**src/rtl/pwm_evt_pkg.sv**
```systemverilog
package pwm_evt_pkg;
  // events per generator: 0 zero, 1 reload, 2 A up, 3 A down, 4 B up, 5 B down
  localparam int unsigned EVT_CNT = 6;
  typedef logic [EVT_CNT-1:0] evt_vec_t;
endpackage

```
**src/rtl/pwm_evt_rst_sync.sv**
```systemverilog
module pwm_evt_rst_sync #(
  parameter int unsigned STAGES = 2
) (
  input  logic clk_i,
  input  logic rst_ni,
  output logic rst_no
);
  logic [STAGES-1:0] sync_q;
  logic [STAGES-1:0] sync_d;

  always_comb begin
    sync_d = {sync_q[STAGES-2:0], 1'b1};
  end

  always_ff @(posedge clk_i or negedge rst_ni) begin
    if (!rst_ni) begin
      sync_q <= '0;
    end else begin
      sync_q <= sync_d;
    end
  end

  assign rst_no = sync_q[STAGES-1];
endmodule

```
**src/rtl/pwm_evt_gen_stat.sv**
```systemverilog
module pwm_evt_gen_stat
  import pwm_evt_pkg::*;
(
  input  logic     clk_i,
  input  logic     rst_ni,
  input  evt_vec_t evt_i,
  input  evt_vec_t ien_i,
  input  evt_vec_t ten_i,
  input  evt_vec_t clr_i,
  output evt_vec_t raw_o,
  output evt_vec_t masked_o,
  output evt_vec_t trig_o,
  output logic     irq_o
);
  evt_vec_t raw_q, raw_d;
  evt_vec_t trig_q, trig_d;
  logic     raw_en;

  // event has priority over a simultaneous clear
  always_comb begin
    raw_en = |(evt_i | clr_i);
    raw_d  = (raw_q & ~clr_i) | evt_i;
    trig_d = evt_i & ten_i;
  end

  always_ff @(posedge clk_i or negedge rst_ni) begin
    if (!rst_ni) begin
      raw_q  <= '0;
      trig_q <= '0;
    end else begin
      if (raw_en) begin
        raw_q <= raw_d;
      end
      trig_q <= trig_d;
    end
  end

  assign raw_o    = raw_q;
  assign masked_o = raw_q & ien_i;
  assign irq_o    = |(raw_q & ien_i);
  assign trig_o   = trig_q;
endmodule

```
**src/rtl/pwm_evt_mod_stat.sv**
```systemverilog
module pwm_evt_mod_stat #(
  parameter int unsigned NUM_GEN  = 3,
  localparam int unsigned MOD_BITS = NUM_GEN + 1
) (
  input  logic                clk_i,
  input  logic                rst_ni,
  input  logic [NUM_GEN-1:0]  gen_irq_i,
  input  logic                fault_i,
  input  logic                fault_clr_i,
  input  logic [MOD_BITS-1:0] ien_i,
  output logic [MOD_BITS-1:0] raw_o,
  output logic [MOD_BITS-1:0] masked_o,
  output logic                irq_o
);
  logic flt_q, flt_d, flt_en;

  always_comb begin
    flt_en = fault_i | fault_clr_i;
    flt_d  = fault_i | (flt_q & ~fault_clr_i);
  end

  always_ff @(posedge clk_i or negedge rst_ni) begin
    if (!rst_ni) begin
      flt_q <= 1'b0;
    end else if (flt_en) begin
      flt_q <= flt_d;
    end
  end

  assign raw_o    = {flt_q, gen_irq_i};
  assign masked_o = {flt_q, gen_irq_i} & ien_i;
  assign irq_o    = |({flt_q, gen_irq_i} & ien_i);
endmodule

```
**src/rtl/pwm_evt_top.sv**
```systemverilog
module pwm_evt_top
  import pwm_evt_pkg::*;
#(
  parameter int unsigned NUM_GEN  = 3,
  localparam int unsigned GEN_BITS = NUM_GEN * EVT_CNT,
  localparam int unsigned MOD_BITS = NUM_GEN + 1
) (
  input  logic                clk_i,
  input  logic                rst_ni,
  input  logic [GEN_BITS-1:0] gen_evt_i,
  input  logic [GEN_BITS-1:0] gen_ien_i,
  input  logic [GEN_BITS-1:0] gen_ten_i,
  input  logic [GEN_BITS-1:0] gen_clr_i,
  input  logic                fault_i,
  input  logic                fault_clr_i,
  input  logic [MOD_BITS-1:0] mod_ien_i,
  output logic [GEN_BITS-1:0] gen_raw_o,
  output logic [GEN_BITS-1:0] gen_masked_o,
  output logic [GEN_BITS-1:0] gen_trig_o,
  output logic [NUM_GEN-1:0]  gen_irq_o,
  output logic [MOD_BITS-1:0] mod_raw_o,
  output logic [MOD_BITS-1:0] mod_masked_o,
  output logic                mod_irq_o
);
  logic rst_n_s;

  pwm_evt_rst_sync #(.STAGES(2)) u_rst_sync (
    .clk_i  (clk_i),
    .rst_ni (rst_ni),
    .rst_no (rst_n_s)
  );

  for (genvar g = 0; g < NUM_GEN; g++) begin : g_gen
    pwm_evt_gen_stat u_gen (
      .clk_i    (clk_i),
      .rst_ni   (rst_n_s),
      .evt_i    (gen_evt_i[g*EVT_CNT +: EVT_CNT]),
      .ien_i    (gen_ien_i[g*EVT_CNT +: EVT_CNT]),
      .ten_i    (gen_ten_i[g*EVT_CNT +: EVT_CNT]),
      .clr_i    (gen_clr_i[g*EVT_CNT +: EVT_CNT]),
      .raw_o    (gen_raw_o[g*EVT_CNT +: EVT_CNT]),
      .masked_o (gen_masked_o[g*EVT_CNT +: EVT_CNT]),
      .trig_o   (gen_trig_o[g*EVT_CNT +: EVT_CNT]),
      .irq_o    (gen_irq_o[g])
    );
  end

  pwm_evt_mod_stat #(.NUM_GEN(NUM_GEN)) u_mod (
    .clk_i       (clk_i),
    .rst_ni      (rst_n_s),
    .gen_irq_i   (gen_irq_o),
    .fault_i     (fault_i),
    .fault_clr_i (fault_clr_i),
    .ien_i       (mod_ien_i),
    .raw_o       (mod_raw_o),
    .masked_o    (mod_masked_o),
    .irq_o       (mod_irq_o)
  );
endmodule

```
**config.mk**
```make
export PLATFORM = sky130hd
export DESIGN_NAME = pwm_evt_top
export DESIGN_NICKNAME = d
export VERILOG_FILES = /design/src/rtl/pwm_evt_pkg.sv /design/src/rtl/pwm_evt_rst_sync.sv /design/src/rtl/pwm_evt_gen_stat.sv /design/src/rtl/pwm_evt_mod_stat.sv /design/src/rtl/pwm_evt_top.sv
export SDC_FILE = /design/constraint.sdc
export NUM_CORES = 1
export LEC_CHECK = 0
export BUFFER_PORTS_ARGS = -buffer_cell sky130_fd_sc_hd__clkbuf_2
export CORE_MARGIN = 3
export CORE_UTILIZATION = 40
export DETAILED_ROUTE_END_ITERATION = 7
export PLACE_DENSITY = 0.85
export SLEW_MARGIN = 20
export SYNTH_ARGS = -nofsm -noshare
export SYNTH_HDL_FRONTEND = slang
export SYNTH_SLANG_ARGS = --single-unit
```
**constraint.sdc**
```tcl
create_clock -name clk_i -period 2.4 [get_ports clk_i]
set_input_delay 0.24 -clock clk_i [delete_from_list [all_inputs] [get_ports clk_i]]
set_output_delay 0.24 -clock clk_i [all_outputs]
set_load 0.01 [all_outputs]
```
==> out/results.txt, run 1 <==
First-pass GRT wire length: 6600 µm
Register bit total from synthesis: 39
Yosys warns: 0
Routed vias: 1526
Top Ports: 146
CP Capture Type: primary output
Multi-input logic area: 526 µm²
Row count: 22
Later-pin clock latency in the skew report: 0.27 ns
Seq/Total Area, Yosys: 59.1%
Distinct cells, synth: 15
Die area: 4940 µm²
Post-synth net total: 225
CTS max path bufs: 2
DR top layer: met4
Min-Delay Path Class: input pin to flip-flop
Syn Std Cell Area: 1650 µm²
Sink Count: 39
Unrepaired setup endpoints after global routing: false
CP startpoint kind: flip-flop
Final hold violation count: 0
Min Hold Slack: 0.145 ns
Clock slew at reported path FFs: 0.06 ns
Post-cts sizing count: 0
DR iter-0 viols: 28
CP Class: flip-flop to primary output
Main area contributors after synthesis: dfrtp_1, and2_1, a21o_1
DRC viols: 0
Vias in the first global route: 1502
Worst VDD drop: 0.420 mV
Layout Utilization: 65.0%
Metal2 WL: 2240 µm
CP cell instances: a22oi_1, a31o_2, nand4_1, clkbuf_2
Most frequent cells in the layout: clkbuf_2, dfrtp_1, and2_1
Reg area: 976 µm²
Syn avg cell area: 11.4 µm²
Commonest non-fill, non-tap cell in the layout: clkbuf_2
Crit-path max FO: 4
Rel. slew slack: 48.2%
Slew Viols, Final: 0
Die H: 70.3 µm
Post-CTS setup buffers: 0
Largest net degree at the start of global routing: 20
Met3 wire len: 399 µm
DR vias/cell: 4.50
Port Buffers: 145
CTS H-tree depth: 2
RD Place Congestion: 0.750
Final setup fails: 0
Top delay family on crit path: compound AO/OA/AOI/OAI gates
CTS tree: built
Nets: 372
Post-Route WL: 4080 µm
HPWL after DPL: 3630 µm
Max Freq: 631 MHz
Die outline width: 70.3 µm
Final ANT Viol Nets: 0
P&R area growth vs syn: 50.6%
Setup_tns: 0 ns
Worst path slowest cell: dfrtp_1
Crit path required time: 2.16 ns
Power per cell area: 554 nW/µm²
Status: finished, final reports clean
Clk_skew: 0.00354 ns
Post-placement cell area: 2400 µm²
DR pass1 iterations: 4
Fillers: 322
GR Overflow Total: 0
Overall routing resource usage: 17.2%
# Max-Cap Violations: 0
Routed WL per cell: 12.0 µm
Post-route cell area: 2490 µm²
Inserted Diodes: 0
Pleak: 1.50 nW
Clock root buffer: clkbuf_8
Number of buffers created by CTS: 5
Cts hold-fix bufs: 1
Fin crit period: 1.58 ns
Met1 WL: 1420 µm
WP data arrival: 1.34 ns
CP peak stage delay: 0.40 ns
Core footprint: 3830 µm²
Worst Path Buf+Inv: 1
Tightest Pin Transition: 0.777 ns
Share of cells above drive strength 1: 55.7%
Initial core utilization: 43.2%
Period utilisation layout: 66.0%
Area leader, netlist: dfrtp_1
Initial antenna violation count: 0
Synth Instances: 145
Yosys top cell area share: 59.1%
==> state kept, by name, summed over array words and instances (netlist names) <==
signal              cells
g_gen.u_gen.raw_o      18
u_rst_sync.sync_q       2
g_gen.u_gen.trig_o     18
u_mod.flt_q             1
==> synthesized netlist by cell type, drive strengths merged <==
| cell | n |
|---|---|
| inv | 26 |
| buf | 7 |
| dfrtp | 39 |
| nand3 | 3 |
| nand2 | 1 |
| a22oi | 9 |
| nand4 | 1 |
| a31o | 3 |
| conb | 1 |
| and2 | 36 |
| a21o | 19 |
==> layer usage <==
| metal | GRT usage (%) | vias to the layer above |
|---|---|---|
| met5 | 0 | - |
| met4 | 6.38 | 0 |
| met3 | 4.75 | 2 |
| met2 | 31.6 | 80 |
| met1 | 18.6 | 698 |
| li1 | - | 746 |
==> kinds of logic after synthesis <==
logic type             share of synthesized area (%)
other                                          0.227
AO/OA/AOI/OAI                                   16.3
flip-flops                                      59.1
buffers and inverters                           9.09
AND/OR/NAND/NOR                                 15.3
==> area by class of cell <==
class	instances	area share (%)
clock buffer	6	2.92
multi-input combinational	73	21.1
timing repair buffer	147	30.4
inverter	26	3.92
sequential	39	39.2
tap	48	2.41
==> per-stage QoR <==
stage          setup WS (ns)  power [mW]  instances
6_report               0.815        1.38        339
4_1_cts                0.790        1.41        339
3_5_place_dp            1.10        1.02        332
2_1_floorplan           1.22       0.861        145
3_3_place_gp            1.10        1.01        332
5_1_grt                0.716        1.46        339
==> report_power, final <==
group / internal [mW] / switching (mW) / total, mW / leakage, nW
clock network: 0.193 / 0.188 / 0.381 / 0.0371
logic: 0.143 / 0.125 / 0.268 / 1.00
registers: 0.696 / 0.0340 / 0.730 / 0.460
total: 1.03 / 0.347 / 1.38 / 1.50
==> worst paths after layout <==
| check | from | endpoint | slack [ns] | depth (start not counted) |
|---|---|---|---|---|
| max in group asynchronous | u_rst_sync.sync_q[1] | g_gen[2].u_gen.trig_o[0] | 1.52 | 1 |
| min in group asynchronous | rst_ni | u_rst_sync.sync_q[0] | 0.28 | 2 |
| hold reg to reg | u_rst_sync.sync_q[1] | g_gen[1].u_gen.trig_o[3] | 0.32 | 0 |
| setup / recovery | g_gen[2].u_gen.raw_o[4] | mod_irq_o | 0.82 | 4 |
| hold / removal | fault_i | u_mod.flt_q | 0.14 | 2 |
| setup reg to reg | u_rst_sync.sync_q[1] | g_gen[2].u_gen.trig_o[0] | 1.52 | 1 |
Note: power is estimated with default switching activity, not from simulation.
==> run 2: changes to the inputs <==
CORE_UTILIZATION = 34   (was 40)
PLACE_DENSITY = 0.77   (was 0.85)
clock period = 1.4 ns   (was 2.4 ns; I/O delays follow)
==> run 2 against run 1 <==
Effect of this change:
- the flow now finishes with violations (setup timing)
- via count is 2.5% higher
- sequential power increased by 70%
- largest cell class unchanged
- design area up 6.0%
- sequential cell count unchanged
- clock power increased to 2.5 times the previous value
- sequential share of layout area fell by 2.2 points
==> out/results.txt, run 2 (synthesis results as in run 1) <==
DRC viols: 0 (unchanged)
Hold Path Stages: 2 (unchanged)
Overall routing resource usage: 16.0% (-1.2 points)
Slew Viols, Final: 0 (unchanged)
Row count: 24 (+9.1%)
Power Total: 2.70 mW (+96%)
# Max-Cap Violations: 0 (unchanged)
Fin crit period: 1.48 ns
Core footprint: 4530 µm² (+19%)
Flop-to-flop setup slack: 0.58 ns (-0.94 ns)
Port Buffers: 145 (unchanged)
Clock power share: 35.4% (+7.8 points)
CP startpoint kind: flip-flop
Final setup fails: 3 (+3)
Top Ports: 146 (unchanged)
Reg area: 977 µm² (+0.13%)
Max Freq: 677 MHz
Fillers: 394 (+22%)
DR pass1 iterations: 4 (unchanged)
Switching power: 664 µW (+91%)
Share of cells above drive strength 1: 58.9% (+3.3 points)
HP Start: gen_evt_i[7]
P&R area growth vs syn: 59.7%
Die outline width: 75.7 µm (+7.7%)
Nets: 381 (+2.4%)
Commonest non-fill, non-tap cell in the layout: clkbuf_2
Vias in the first global route: 1525 (+1.5%)
Die area: 5730 µm² (+16%)
Hold endpoint: g_gen[1].u_gen.raw_o[1]
Status: complete, but fails checks
Placed Instances: 349 (+5.1%)
DR vias/cell: 4.26 (-5.3%)
Initial core utilization: 36.4% (-6.7 points)
Crit Reg-Reg Startpoint: g_gen[1].u_gen.raw_o[4]
Post-Route WL: 4500 µm (+10%)
Unrepaired setup endpoints after global routing: true
RD Place Congestion: 0.775 (+3.3%)
Register-to-Register Path Depth: 2 (+1)
Routed WL per cell: 12.2 µm (+1.7%)
CP Class: flip-flop to primary output
Clock slew at reported path FFs: 0.07 ns (about the same)
Min Hold Slack: 0.0389 ns (-0.106 ns)
Setup_tns: -0.0797 ns (-0.0797 ns)
Crit path required time: 1.26 ns (-0.90 ns)
Final ANT Viol Nets: 0 (unchanged)
Final hold violation count: 0 (unchanged)
Worst flop-to-flop path endpoint: g_gen[1].u_gen.raw_o[4]
Power per cell area: 1020 nW/µm² (+85%)
Routed vias: 1564 (+2.5%)
CTS H-tree depth: 2 (unchanged)
Die H: 75.7 µm (+7.7%)
Reg power frac: 46.0% (-6.9 points)
Period utilisation layout: 105%
Critical path startpoint: g_gen[1].u_gen.raw_o[2]
WP data arrival: 1.34 ns (about the same)
Pleak: 1.56 nW (+4.3%)
HPWL after DPL: 3840 µm (+5.7%)
Worst VDD drop: 0.614 mV (+46%)
First-pass GRT wire length: 6820 µm (+3.2%)
Most frequent cells in the layout: clkbuf_2, dfrtp_1, and2_1
Switching share of power: 24.6% (-0.58 points)
Later-pin clock latency in the skew report: 0.29 ns (+0.02 ns)
Inserted Diodes: 0 (unchanged)
Min-Delay Path Class: input pin to flip-flop
Internal power: 2.04 mW (+97%)
CTS max path bufs: 2 (unchanged)
CP Capture Type: primary output
Sink Count: 39 (unchanged)
GR Overflow Total: 0 (unchanged)
Clock root buffer: clkbuf_8
DR iter-0 viols: 20 (-29%)
Multi-input logic area: 541 µm² (+2.9%)
Clk_skew: 0.00446 ns (+0.000927 ns)
Number of buffers created by CTS: 5 (unchanged)
Combinational Power Share: 18.6% (-0.8 points)
Non-filler cells in the finished layout: 367 (+8.3%)
Largest net degree at the start of global routing: 23 (+15%)
Failing checks: setup timing
Crit-path max FO: 2 (-2)
CTS tree: built
Setup slack after layout: -0.0763 ns (-0.892 ns)
Initial antenna violation count: 0 (unchanged)
## run 2: through the flow
stage               instance area [µm²]  utilization, %  setup slack [ns]
floorplan                          1650               -             0.235
global placement                   2430            53.5             0.202
detailed placement                 2430            53.5             0.166
CTS                                2630            58.0            -0.104
global route                       2640            58.2            -0.178
finish                             2640            58.2           -0.0763
## run 2: how the worst max path moves through the flow
| stage | to | slack, ns |
|---|---|---|
| detailed placement | mod_irq_o | 0.17 |
| CTS | mod_irq_o | -0.10 |
| global placement | mod_irq_o | 0.20 |
| floorplan | g_gen[0].u_gen.raw_o[0] | 0.23 |
| global route | mod_irq_o | -0.18 |
| finish | mod_irq_o | -0.08 |
## run 2: worst max-delay path: stages, from the launching register on
cell	delay, ns
dfrtp_1	0.40
a22oi_2	0.21
a31o_1	0.21
nand4_1	0.10
clkbuf_2	0.14
## run 2: area by class of cell
class,count,share of cell area [%]
repair buffers,156,31.2
well taps,65,3.08
multi-input cells,73,20.5
inverters,26,3.70
clock inverters,2,1.33
clock buffers,6,3.13
flip-flops and latches,39,37.0
## run 2: power by group through the flow
stage,logic [mW],registers (mW),clock network [mW]
floorplan,0.174,1.30,0
global placement,0.469,1.27,0
detailed placement,0.473,1.27,0
CTS,0.511,1.25,0.984
global route,0.563,1.26,1.04
finish,0.503,1.24,0.956
## run 2: what timing repair did
action	CTS	global route
pin swaps	5	5
endpoints found under the hold margin	2	0
setup endpoints to repair	8	8
resized for setup	3	0
hold buffers	1	0
buffers inserted	8	1
## run 2: layer usage
metal / vias up / part of all wire [%] / global-route usage, %
li1: 769 / - / -
met3: 7 / 10 / 6.86
met4: 0 / 1.1 / 5.05
met5: - / 0 / 0
met1: 709 / 32 / 15.3
met2: 79 / 56 / 30.7
